==> src/rtl/hbg_pkg.sv <==
package hbg_pkg;

  // Target a decoder asks of one leg.
  typedef enum logic [1:0] {
    CMD_OFF  = 2'd0,
    CMD_HIGH = 2'd1,
    CMD_LOW  = 2'd2
  } leg_cmd_t;

  // State of a per-leg sequencer.
  typedef enum logic [1:0] {
    ST_IDLE_OFF   = 2'd0,
    ST_DRIVE_HIGH = 2'd1,
    ST_DRIVE_LOW  = 2'd2,
    ST_DEAD       = 2'd3
  } leg_st_t;

endpackage

==> src/rtl/hbg_deglitch.sv <==
module hbg_deglitch #(
  parameter int STABLE_N = 4
) (
  input  logic clk,
  input  logic rst_n,
  input  logic din,
  output logic dout
);
  localparam int CW = (STABLE_N > 1) ? $clog2(STABLE_N) : 1;
  localparam logic [CW-1:0] LAST = CW'(STABLE_N - 1);

  logic [CW-1:0] run_q;

  // The accepted level changes only after STABLE_N differing samples in a row.
  always_ff @(posedge clk) begin
    if (!rst_n) begin
      dout  <= 1'b0;
      run_q <= '0;
    end else if (din == dout) begin
      run_q <= '0;
    end else if (run_q == LAST) begin
      dout  <= din;
      run_q <= '0;
    end else begin
      run_q <= run_q + 1'b1;
    end
  end
endmodule

==> src/rtl/hbg_decode.sv <==
module hbg_decode
  import hbg_pkg::*;
(
  input  logic     sleep_n,
  input  logic     bridge_sel,
  input  logic     pwm_mode,
  input  logic     pin_a_f,
  input  logic     pin_b_f,
  input  logic     reg_a,
  input  logic     reg_b,
  output leg_cmd_t leg1_tgt,
  output leg_cmd_t leg2_tgt
);
  logic cmd_a, cmd_b;

  always_comb begin
    cmd_a = bridge_sel ? reg_a : pin_a_f;
    cmd_b = bridge_sel ? reg_b : pin_b_f;
  end

  always_comb begin
    leg1_tgt = CMD_OFF;
    leg2_tgt = CMD_OFF;
    if (!sleep_n) begin
      leg1_tgt = CMD_OFF;
      leg2_tgt = CMD_OFF;
    end else if (!pwm_mode) begin
      // direction mode: A enables, B selects the direction
      if (!cmd_a) begin
        leg1_tgt = CMD_LOW;
        leg2_tgt = CMD_LOW;
      end else if (cmd_b) begin
        leg1_tgt = CMD_HIGH;
        leg2_tgt = CMD_LOW;
      end else begin
        leg1_tgt = CMD_LOW;
        leg2_tgt = CMD_HIGH;
      end
    end else begin
      // two-input mode: each command drives one side
      case ({cmd_a, cmd_b})
        2'b10: begin leg1_tgt = CMD_HIGH; leg2_tgt = CMD_LOW;  end
        2'b01: begin leg1_tgt = CMD_LOW;  leg2_tgt = CMD_HIGH; end
        2'b11: begin leg1_tgt = CMD_LOW;  leg2_tgt = CMD_LOW;  end
        default: begin leg1_tgt = CMD_OFF; leg2_tgt = CMD_OFF; end
      endcase
    end
  end
endmodule

==> src/rtl/hbg_leg_seq.sv <==
module hbg_leg_seq
  import hbg_pkg::*;
#(
  parameter int DT_W = 8
) (
  input  logic            clk,
  input  logic            rst_n,
  input  leg_cmd_t        target,
  input  logic [DT_W-1:0] dead_cycles,
  output logic            hs_en,
  output logic            ls_en
);
  localparam logic [DT_W-1:0] ONE = DT_W'(1);

  leg_st_t         st_q, st_d;
  logic [DT_W-1:0] cnt_q, cnt_d;

  always_comb begin
    st_d  = st_q;
    cnt_d = cnt_q;
    case (st_q)
      ST_IDLE_OFF: begin
        if (target == CMD_HIGH)     st_d = ST_DRIVE_HIGH;
        else if (target == CMD_LOW) st_d = ST_DRIVE_LOW;
      end
      ST_DRIVE_HIGH: begin
        if (target == CMD_LOW) begin
          st_d  = ST_DEAD;
          cnt_d = dead_cycles;
        end else if (target != CMD_HIGH) begin
          st_d = ST_IDLE_OFF;
        end
      end
      ST_DRIVE_LOW: begin
        if (target == CMD_HIGH) begin
          st_d  = ST_DEAD;
          cnt_d = dead_cycles;
        end else if (target != CMD_LOW) begin
          st_d = ST_IDLE_OFF;
        end
      end
      default: begin // ST_DEAD
        if (target != CMD_HIGH && target != CMD_LOW) begin
          st_d  = ST_IDLE_OFF;
          cnt_d = '0;
        end else if (cnt_q <= ONE) begin
          st_d  = (target == CMD_HIGH) ? ST_DRIVE_HIGH : ST_DRIVE_LOW;
          cnt_d = '0;
        end else begin
          cnt_d = cnt_q - ONE;
        end
      end
    endcase
  end

  always_ff @(posedge clk) begin
    if (!rst_n) begin
      st_q  <= ST_IDLE_OFF;
      cnt_q <= '0;
    end else begin
      st_q  <= st_d;
      cnt_q <= cnt_d;
    end
  end

  assign hs_en = (st_q == ST_DRIVE_HIGH);
  assign ls_en = (st_q == ST_DRIVE_LOW);
endmodule

==> src/rtl/hbridge_gate_ctrl.sv <==
module hbridge_gate_ctrl
  import hbg_pkg::*;
#(
  parameter int STABLE_N = 4,
  parameter int DT_W     = 8
) (
  input  logic            clk,
  input  logic            rst_n,
  input  logic            sleep_n,
  input  logic            bridge_sel,
  input  logic            pwm_mode,
  input  logic            pin_a,
  input  logic            pin_b,
  input  logic            reg_a,
  input  logic            reg_b,
  input  logic [DT_W-1:0] dead_cycles,
  output logic            hs1,
  output logic            ls1,
  output logic            hs2,
  output logic            ls2
);
  localparam int NUM_PINS = 2;
  localparam int NUM_LEGS = 2;

  logic [NUM_PINS-1:0] pin_raw, pin_flt;
  leg_cmd_t            leg1_tgt, leg2_tgt;
  leg_cmd_t            tgt [NUM_LEGS];
  logic [NUM_LEGS-1:0] hs_v, ls_v;

  assign pin_raw = {pin_b, pin_a};

  for (genvar g = 0; g < NUM_PINS; g++) begin : g_flt
    hbg_deglitch #(.STABLE_N(STABLE_N)) u_dg (
      .clk  (clk),
      .rst_n(rst_n),
      .din  (pin_raw[g]),
      .dout (pin_flt[g])
    );
  end

  hbg_decode u_dec (
    .sleep_n   (sleep_n),
    .bridge_sel(bridge_sel),
    .pwm_mode  (pwm_mode),
    .pin_a_f   (pin_flt[0]),
    .pin_b_f   (pin_flt[1]),
    .reg_a     (reg_a),
    .reg_b     (reg_b),
    .leg1_tgt  (leg1_tgt),
    .leg2_tgt  (leg2_tgt)
  );

  assign tgt[0] = leg1_tgt;
  assign tgt[1] = leg2_tgt;

  for (genvar g = 0; g < NUM_LEGS; g++) begin : g_leg
    hbg_leg_seq #(.DT_W(DT_W)) u_seq (
      .clk        (clk),
      .rst_n      (rst_n),
      .target     (tgt[g]),
      .dead_cycles(dead_cycles),
      .hs_en      (hs_v[g]),
      .ls_en      (ls_v[g])
    );
  end

  assign hs1 = hs_v[0];
  assign ls1 = ls_v[0];
  assign hs2 = hs_v[1];
  assign ls2 = ls_v[1];
endmodule

==> config.mk <==
export PLATFORM = sky130hd
export DESIGN_NAME = hbridge_gate_ctrl
export DESIGN_NICKNAME = d
export VERILOG_FILES = /design/src/rtl/hbg_pkg.sv /design/src/rtl/hbg_deglitch.sv /design/src/rtl/hbg_decode.sv /design/src/rtl/hbg_leg_seq.sv /design/src/rtl/hbridge_gate_ctrl.sv
export SDC_FILE = /design/constraint.sdc
export NUM_CORES = 1
export LEC_CHECK = 0
export ABC_AREA = 1
export BUFFER_PORTS_ARGS = -buffer_cell sky130_fd_sc_hd__buf_4
export CAP_MARGIN = 20
export CORE_MARGIN = 1.5
export CORE_UTILIZATION = 54
export CTS_BUF_LIST = sky130_fd_sc_hd__clkbuf_8
export CTS_CLUSTER_DIAMETER = 30
export CTS_CLUSTER_SIZE = 16
export DETAILED_ROUTE_END_ITERATION = 8
export GPL_TIMING_DRIVEN = 0
export PLACE_DENSITY_LB_ADDON = 0.12
export SLEW_MARGIN = 20
export SYNTH_ARGS = -nofsm -noshare
export SYNTH_HDL_FRONTEND = slang
export SYNTH_HIERARCHICAL = 1
export SYNTH_SLANG_ARGS = --single-unit
==> constraint.sdc <==
create_clock -name clk -period 3 [get_ports clk]
set_clock_uncertainty 0.15 [all_clocks]
set_input_delay 0.3 -clock clk [delete_from_list [all_inputs] [get_ports clk]]
set_output_delay 0.3 -clock clk [all_outputs]
set_load 0.01 [all_outputs]
==> results.md, run 1 <==
* Status: complete, no violations
* Part of the power in registers at 21.7%
* Clock transition at path regs at 0.09 ns
* Fraction of layout cells with a size suffix above 1 at 28.5%
* CTS Buffer Depth at 2
* Clk sinks at 26
* Main flop type after synthesis: dfxtp_1
* Clock power frac at 8.0%
* Port bufs at 20
* Peak fanout along the critical path at 8
* CTS tree: yes
* WP data required at 3.06 ns
* Critical path class: flip-flop to flip-flop
* Post-synth top cells: nand2_1, inv_1, nor2_1
* Relative slew slack at 83.9%
* Synth top area cells: dfxtp_1, ha_1, nand2_1, inv_1, a21oi_2
* Dpl hpwl at 3440 µm
* Num CTS Buffers at 3
* Gpl congestion at 0.823
* Synthesized area at 2240 µm²
* Post-synth EDFFs at 0
* Clk root buf: clkbuf_8
* Period minus WS final at 2.07 ns
* Flop and latch count out of synthesis at 26
* # fillers at 387
* Fraction of registers with async set/reset at 0%
* Register area share after synthesis at 23.3%
* Drt drc at 0
* Post-CTS resize count at 0
* Net count, final at 383
* Net Switching at 0.00153 W
* CP max stage delay at 0.40 ns
* Power Dens Cells at 1140 nW/µm²
* Slew Viols, Final at 0
* Via density at 4.97
* H-tree depth at 1
* Die area at 4540 µm²
* Post-synth top area share at 23.3%
* Unrepaired setup endpoints after global routing: false
* # diodes at 0
* Initial Utilization at 55.9%
* Drt first pass iters at 4
* DRT antenna net count at 0
* Setup Fix Bufs, Post-CTS at 0
* Slowest cell on the critical path: dfxtp_1
* Final Util at 62.6%
* Switching fraction of total power at 53.4%
* CTS Hold Bufs at 0
* Final hold viol count at 0
* CP cell instances: nand2_1 > nand2_2 > nand2_2 > nand2_1 > nand2_1 > nor2_1 > inv_1 > ha_1 > nor2_4 > inv_2 > nor2_8 > nand2_1 > a21oi_2
* Yosys top cell by area: dfxtp_1
* Routed WL per cell at 10.9 µm
* Fmax at 482 MHz
* Fin Setup TNS at 0 ns
* Synth warn at 6
* P&R area growth vs syn at 12.0%
* Core box area at 4000 µm²
* Largest net degree at the start of global routing at 15
* P_leak at 1.16 nW
* Mapped Cells at 323
* Initial antenna violation count at 0
* Period utilisation layout at 69.1%
* Most common cell in the synthesized netlist: nand2_1
* Grt ovf at 0
* Site row count at 23
* Max Cap Viol at 0
* Hold Path Class: input pin to flip-flop
* Slew @ Worst Pin at 0.239 ns
* Mapped Nets at 358
* Avg Cell Area, Syn at 6.93 µm²
* First-pass GRT wire length at 7630 µm
* Max VDD drop at 0.772 mV
* Clk Latency, worst-skew pair at 0.27 ns
* Netlist cell types at 22
* Routed Wire Length at 4330 µm
* Crit path capture type: flip-flop
* Starting DRT DRC Count at 79
* Comb power frac at 70.3%
* Die Wd at 67.4 µm
* I/O Pins at 21
* CP arrival at 2.14 ns
* Vias in the first global route at 1809
* Die Span Y at 67.4 µm
* Overall Global Routing Usage at 21.3%
* Int Power at 0.00133 W
* Crit path top cell by count: nand2_1
* Final setup violation count at 0
* CP startpoint kind: flip-flop
* Via count at 1974
worst paths after layout:
check	start	cells after the start	slack, ns	to
worst max-delay path	g_flt[1].u_dg/dout$_SDFFE_PN0P_	13	0.93	g_leg[0].u_seq/cnt_q[2]$_SDFFE_PN0P_
worst min-delay path	rst_n	3	0.15	g_flt[1].u_dg/dout$_SDFFE_PN0P_
worst max register to register	g_flt[1].u_dg/dout$_SDFFE_PN0P_	13	0.93	g_leg[0].u_seq/cnt_q[2]$_SDFFE_PN0P_
worst min register to register	g_flt[0].u_dg/run_q[0]$_SDFF_PP0_	1	0.27	g_flt[0].u_dg/run_q[0]$_SDFF_PP0_
routing by layer:
layer	GRT usage, %	wire [µm]	vias up
li1	-	-	1081
met1	29.9	2290	878
met2	35.3	1920	13
met3	2.50	96	2
met4	4.59	27	0
met5	0	0	-
logic make-up (layout without fill, tap and decap cells):
kind of cell    after synthesis  in the layout  share of synthesized area [%]
simple gates                146            146                           35.2
buf+inv                      59             83                           10.7
xor+xnor                      2              2                          0.783
flops                        26             26                           23.3
compound gates               72             72                           20.0
fa+ha+maj                    18             18                           10.1
layout make-up:
class                           count  area (µm²)  area share (%)
Sequential cell                    26         520            20.8
Buffer                              4        32.5            1.30
Multi-Input combinational cell    238        1480            59.0
Inverter                           55         206            8.24
Tap cell                           50        62.6            2.50
Timing Repair Buffer               20         150            5.99
Clock buffer                        4        55.1            2.20
power by group through the flow:
stage | combinational, W | clock (W) | sequential [W]
CTS | 0.00202 | 0.000238 | 0.000619
floorplan | 0.00168 | 0 | 0.000593
global route | 0.00226 | 0.000250 | 0.000644
detailed placement | 0.00201 | 0 | 0.000625
finish | 0.00201 | 0.000228 | 0.000620
global placement | 0.00198 | 0 | 0.000622
critical path, delay by kind of cell, from the launching register on:
family | cells | cell delay, ns
simple gates | 9 | 0.88
fa+ha+maj | 1 | 0.34
buf+inv | 2 | 0.13
compound gates | 1 | 0.12
flops | 1 | 0.40
state kept, by name (all words and copies together) (netlist names):
signal and cells:
g_flt.u_dg/dout 2, g_leg.u_seq/st_q 4, g_leg.u_seq/cnt_q 16, g_flt.u_dg/run_q 4
stage by stage:
| stage | total power (W) | hold WS (ns) | setup WS, ns | std cells | cell area (µm²) |
|---|---|---|---|---|---|
| global route | 0.00316 | 0.151 | 0.678 | 397 | 2500 |
| floorplan | 0.00227 | 0.246 | 1.11 | 323 | 2240 |
| finish | 0.00286 | 0.147 | 0.926 | 397 | 2500 |
| CTS | 0.00288 | 0.140 | 0.896 | 397 | 2500 |
| detailed placement | 0.00263 | 0.263 | 0.831 | 393 | 2450 |
| global placement | 0.00260 | 0.257 | 0.866 | 393 | 2450 |
layout by cell type, fill, tap and decap left out:
cell type / count
buf_6: 2
o21ai_1: 2
nand2_2: 9
nor2_8: 2
inv_1: 46
xor2_1: 2
nor2_4: 4
clkbuf_8: 4
inv_2: 9
o21ai_0: 22
nand3_4: 2
nand4_1: 2
clkbuf_2: 2
buf_4: 20
nand2_1: 59
a21oi_2: 16
o21ai_2: 7
ha_1: 18
dfxtp_1: 26
a21oi_1: 25
nor2_2: 8
nand3_2: 14
nor2_1: 34
nand3_1: 12
No activity file was read; power rests on OpenSTA's default activity.
==> run 2, diff against run 1 <==
==> constraint.sdc (replaced) <==
create_clock -name clk -period 1.96 [get_ports clk]
set_clock_uncertainty 0.15 [all_clocks]
set_input_delay 0.196 -clock clk [delete_from_list [all_inputs] [get_ports clk]]
set_output_delay 0.196 -clock clk [all_outputs]
set_load 0.01 [all_outputs]
==> run 2 against run 1 <==
Die area is the same. Utilization grew 5.5 points. Critical path depth is the same. Total power grew 66%. Critical endpoint is now g_leg[0].u_seq/cnt_q[4]$_SDFFE_PN0P_. Clock-buffer cell count is the same.
==> results.md, run 2 (synthesis gave the netlist of run 1 again) <==
* Crit path capture type: flip-flop
* Period minus WS final at 1.88 ns
* CTS tree: yes
* Initial antenna violation count at 0
* Routed WL per cell at 11.4 µm
* Max Cap Viol at 0
* Slew @ Worst Pin at 0.281 ns
* CTS Buffer Depth at 2
* Die Span Y at 67.4 µm
* Via count at 2040
* Port bufs at 20
* Drt first pass iters at 4
* Largest registers: g_leg.u_seq/cnt_q (16), g_flt.u_dg/run_q (4), g_leg.u_seq/st_q (4)
* Design area at 2730 µm²
* Largest net degree at the start of global routing at 15
* Final hold viol count at 0
* WP data required at 2.03 ns
* # diodes at 0
* Relative slew slack at 81.3%
* Critical path class: flip-flop to flip-flop
* Site row count at 23
* Clk sinks at 26
* Clk Latency, worst-skew pair at 0.27 ns
* CP startpoint kind: flip-flop
* Starting DRT DRC Count at 77
* Hold Path Class: input pin to flip-flop
* Period utilisation layout at 95.9%
* Pre-CTS setup slack at -0.125 ns
* Final Util at 68.1%
* P&R area growth vs syn at 21.8%
* Power Dens Cells at 1750 nW/µm²
* Unrepaired setup endpoints after global routing: true
* Max reg flops at 16
* Initial Utilization at 55.9%
* Die Wd at 67.4 µm
* Gpl congestion at 0.823
* Clock transition at path regs at 0.10 ns
* CP arrival at 1.95 ns
* First-pass GRT wire length at 7610 µm
* Overall Global Routing Usage at 21.3%
* Routed Wire Length at 4590 µm
* Fraction of layout cells with a size suffix above 1 at 40.9%
* Die area at 4540 µm²
* Net count, final at 388
* I/O Pins at 21
* Status: complete, no violations
* Largest register by flop count: g_leg.u_seq/cnt_q
* Fmax at 532 MHz
* Via density at 5.07
* Num CTS Buffers at 3
* Peak fanout along the critical path at 8
* Final setup violation count at 0
* H-tree depth at 1
* Grt ovf at 0
* Clk root buf: clkbuf_8
* Vias in the first global route at 1805
* Dpl hpwl at 3440 µm
* Commonest non-fill, non-tap cells in the layout: nand2_1, inv_1, nor2_1
* Slew Viols, Final at 0
* Core box area at 4000 µm²
* P_leak at 1.22 nW
* Most common cell after layout, fill and taps aside: nand2_1
* Placed cell area at 2450 µm²
* Drt drc at 0
* DRT antenna net count at 0
* Max VDD drop at 1.22 mV
* Setup ws final at 0.0800 ns
-- run 2: area by class of cell --
class	count	area [µm²]
tap	50	62.6
buffer	4	32.5
timing repair buffer	24	184
inverter	55	211
fill	369	1270
clock buffer	4	55.1
multi-input combinational	239	1650
sequential	26	526
-- run 2: path summary, 6_finish.rpt --
check	start	to	slack [ns]	depth (start not counted)
worst min register to register	g_flt[0].u_dg/run_q[0]$_SDFF_PP0_	g_flt[0].u_dg/run_q[0]$_SDFF_PP0_	0.27	1
worst max-delay path	g_flt[0].u_dg/dout$_SDFFE_PN0P_	g_leg[0].u_seq/cnt_q[4]$_SDFFE_PN0P_	0.08	13
worst min-delay path	rst_n	g_flt[1].u_dg/dout$_SDFFE_PN0P_	0.03	3
worst max register to register	g_flt[0].u_dg/dout$_SDFFE_PN0P_	g_leg[0].u_seq/cnt_q[4]$_SDFFE_PN0P_	0.08	13
-- run 2: per-layer routing --
metal | share of wire [%] | vias up | global-route usage [%]
met1 | 50 | 922 | 29.7
met5 | 0 | - | 0
met4 | 0.59 | 0 | 4.59
met3 | 2.2 | 2 | 2.50
met2 | 47 | 19 | 35.4
li1 | - | 1097 | -
-- run 2: timing repair --
item                                    4_1_cts  5_1_grt
pin swaps                                     2       23
cloned                                        0        1
hold endpoints to repair                      0        0
setup buffers                                 0        4
hold buffers                                  0        0
endpoints found under the setup margin       20       20
resized for setup                            16       54
-- run 2: worst max-delay path, cell delays in order (launching register included) --
cell,delay (ns)
dfxtp_2,0.36
nand2_2,0.06
nand2_2,0.10
nand2_2,0.06
nand2_1,0.05
nand2_1,0.06
nor2_2,0.14
inv_2,0.06
ha_4,0.22
nor2_4,0.10
inv_2,0.07
nor2_8,0.20
nand3_2,0.10
a21oi_2,0.12
-- run 2: report_power, final --
group / switching, W / total, W / internal, W
clock: 0.000173 / 0.000352 / 0.000180
combinational: 0.00215 / 0.00343 / 0.00128
sequential: 0.000234 / 0.000975 / 0.000741
total: 0.00255 / 0.00476 / 0.00220
-- run 2: metrics by stage --
stage | setup TNS [ns] | total power [W] | hold slack (ns) | cells
floorplan | 0 | 0.00348 | 0.166 | 323
global placement | -1.12 | 0.00398 | 0.257 | 393
detailed placement | -1.53 | 0.00403 | 0.263 | 393
CTS | -0.232 | 0.00444 | 0.0289 | 397
global route | -0.830 | 0.00521 | 0.0388 | 402
finish | 0 | 0.00476 | 0.0345 | 402
==> run 3, diff against run 2 <==
--- a/config.mk
+++ b/config.mk
@@ -6,7 +6,7 @@
 export NUM_CORES = 1
 export LEC_CHECK = 0
 export ABC_AREA = 1
-export BUFFER_PORTS_ARGS = -buffer_cell sky130_fd_sc_hd__buf_4
+export BUFFER_PORTS_ARGS = -buffer_cell sky130_fd_sc_hd__buf_2
 export CAP_MARGIN = 20
 export CORE_MARGIN = 1.5
 export CORE_UTILIZATION = 54
==> run 3 against run 2 <==
Critical path depth down 1. Register-to-register slack worse by 0.04 ns. Global-route usage down 0.34 points. Routed wire length up 0.72%. Clock power down 16%. Via count up 0.20%. Non-clock buffer count up 1. Utilization down 1.8 points. Total power down 3.3%. Flip-flop and latch count unchanged. Critical path type unchanged. Critical endpoint is now g_leg[0].u_seq/cnt_q[7]$_SDFFE_PN0P_.
==> results.md, run 3 (synthesis gave the netlist of run 1 again) <==
* Status: complete, no violations
* First-pass GRT wire length at 7420 µm
* Clk root buf: clkbuf_8
* Slowest cell on the critical path: dfxtp_4
* Vias in the first global route at 1803
* CP max stage delay at 0.38 ns
* H-tree depth at 1
* Max Cap Viol at 0
* Worst reg-to-reg setup slack at 0.04 ns
* Num CTS Buffers at 3
* CTS Buffer Depth at 2
* Clock transition at path regs at 0.09 ns
* P_leak at 1.21 nW
* Final hold viol count at 0
* Drt first pass iters at 4
* Routed Wire Length at 4620 µm
* Final Hold Slack at 0.0564 ns
* Peak fanout along the critical path at 8
* Relative slew slack at 82.4%
* Port bufs at 20
* Initial antenna violation count at 0
* DRT antenna net count at 0
* Site row count at 23
* R2R depth at 12
* CP startpoint kind: flip-flop
* Drt drc at 0
* Grt ovf at 0
* Critical path class: flip-flop to flip-flop
* Slew Viols, Final at 0
* Crit path capture type: flip-flop
* Power Dens Cells at 1730 nW/µm²
* CTS tree: yes
* Die Span Y at 67.4 µm
* Most common cell after layout, fill and taps aside: nand2_1
* WP data required at 2.02 ns
* Initial Utilization at 55.9%
* Die Wd at 67.4 µm
* Max reg flops at 16
* Unrepaired setup endpoints after global routing: true
* Gpl congestion at 0.798
* Max VDD drop at 1.08 mV
* # diodes at 0
* Routed WL per cell at 11.5 µm
* Via count at 2044
* Starting DRT DRC Count at 95
* Die area at 4540 µm²
* Hold wc startpoint: rst_n
* Fin Setup TNS at 0 ns
* Fraction of layout cells with a size suffix above 1 at 41.2%
* Slew @ Worst Pin at 0.263 ns
* I/O Pins at 21
* Commonest non-fill, non-tap cells in the layout: nand2_1, inv_1, nor2_1
* Hold Path Class: input pin to flip-flop
* Largest register by flop count: g_leg.u_seq/cnt_q
* Crit path buffers/inverters at 2
* Final setup violation count at 0
* Net count, final at 389
* Clk Latency, worst-skew pair at 0.26 ns
* Delay-heaviest family, CP: simple AND/OR/NAND/NOR gates
* Largest net degree at the start of global routing at 14
* Critical R2R Capture: g_leg[0].u_seq/cnt_q[7]$_SDFFE_PN0P_
* CP arrival at 1.98 ns
* Clk sinks at 26
* Core box area at 4000 µm²
* Largest registers: g_leg.u_seq/cnt_q (16), g_flt.u_dg/run_q (4), g_leg.u_seq/st_q (4)
* Period utilisation layout at 98.2%
* Via density at 5.08
* CP cell instances: nand2_4 > nand2_4 > nand2_4 > nor2_2 > nor2_2 > buf_4 > ha_4 > nor2_4 > inv_2 > nor2_8 > nand3_2 > a21oi_2
* CTS Hold Bufs at 0
* Dpl hpwl at 3410 µm
* Hold depth at 3
* Period minus WS final at 1.92 ns
* Area of the multi-input gates at 1640 µm²
* Overall Global Routing Usage at 21.0%
* Fmax at 520 MHz
* Reg2reg start: g_flt[0].u_dg/dout$_SDFFE_PN0P_
* FF/Latch Area at 526 µm²
* Hold Crit Endpoint: g_flt[1].u_dg/dout$_SDFFE_PN0P_
* Crit path top cell by count: nand2_4
* # fillers at 363
* P&R area growth vs syn at 18.7%
run 3: changes by cell type in the layout (fill, tap and decap cells not counted), sizes merged:
cell,change
clkbuf,-1
buf,+1
run 3: cell type report:
type,count,share of cell area (%)
Multi-Input combinational cell,239,61.9
Inverter,55,7.96
Tap cell,50,2.36
Sequential cell,26,19.8
Clock buffer,3,1.56
Buffer,4,1.23
Timing Repair Buffer,25,5.18
run 3: how the worst max path moves through the flow:
stage	from	to	slack [ns]	cells past startpoint
floorplan	g_flt[1].u_dg/dout$_SDFFE_PN0P_	g_leg[0].u_seq/cnt_q[4]$_SDFFE_PN0P_	0.07	13
global placement	g_flt[1].u_dg/dout$_SDFFE_PN0P_	g_leg[0].u_seq/cnt_q[4]$_SDFFE_PN0P_	-0.09	13
detailed placement	g_flt[0].u_dg/dout$_SDFFE_PN0P_	g_leg[0].u_seq/cnt_q[4]$_SDFFE_PN0P_	-0.10	13
CTS	g_flt[0].u_dg/dout$_SDFFE_PN0P_	g_leg[0].u_seq/cnt_q[4]$_SDFFE_PN0P_	-0.03	14
global route	g_flt[0].u_dg/dout$_SDFFE_PN0P_	g_leg[1].u_seq/cnt_q[3]$_SDFFE_PN0P_	-0.07	12
finish	g_flt[0].u_dg/dout$_SDFFE_PN0P_	g_leg[0].u_seq/cnt_q[7]$_SDFFE_PN0P_	0.04	12
run 3: worst min-delay path, stage by stage:
cell and delay (ns):
buf_2 0.14, nand2_1 0.07, nor2_1 0.03
run 3: per-stage QoR:
step / cells / power, W / setup slack, ns / utilization, % / area [µm²]
floorplan: 323 / 0.00348 / 0.0722 / - / 2240
global placement: 393 / 0.00395 / -0.0939 / 60.0 / 2400
detailed placement: 393 / 0.00401 / -0.102 / 60.0 / 2400
CTS: 396 / 0.00436 / -0.0268 / 61.9 / 2470
global route: 402 / 0.00504 / -0.0747 / 66.4 / 2660
finish: 402 / 0.00460 / 0.0359 / 66.4 / 2660
run 3: power breakdown:
group	total, W	leakage (nW)	switching (W)	internal, W
Combinational	0.00333	0.973	0.00212	0.00121
Sequential	0.000974	0.215	0.000233	0.000741
Clock	0.000297	0.0216	0.000159	0.000138
Total	0.00460	1.21	0.00251	0.00209
run 3: timing repair:
item                                    4_1_cts  5_1_grt
buffers inserted                              0        5
pin swaps                                     3       22
endpoints found under the setup margin       20       20
resized for setup                            12       56
gates cloned                                  0        1
run 3: layer usage:
layer | global-route usage (%) | wire length [µm] | vias to the layer above
met3 | 3.83 | 104 | 2
met1 | 28.2 | 2230 | 921
met2 | 35.1 | 2270 | 21
li1 | - | - | 1100
met4 | 4.34 | 24 | 0
met5 | 0 | 0 | -
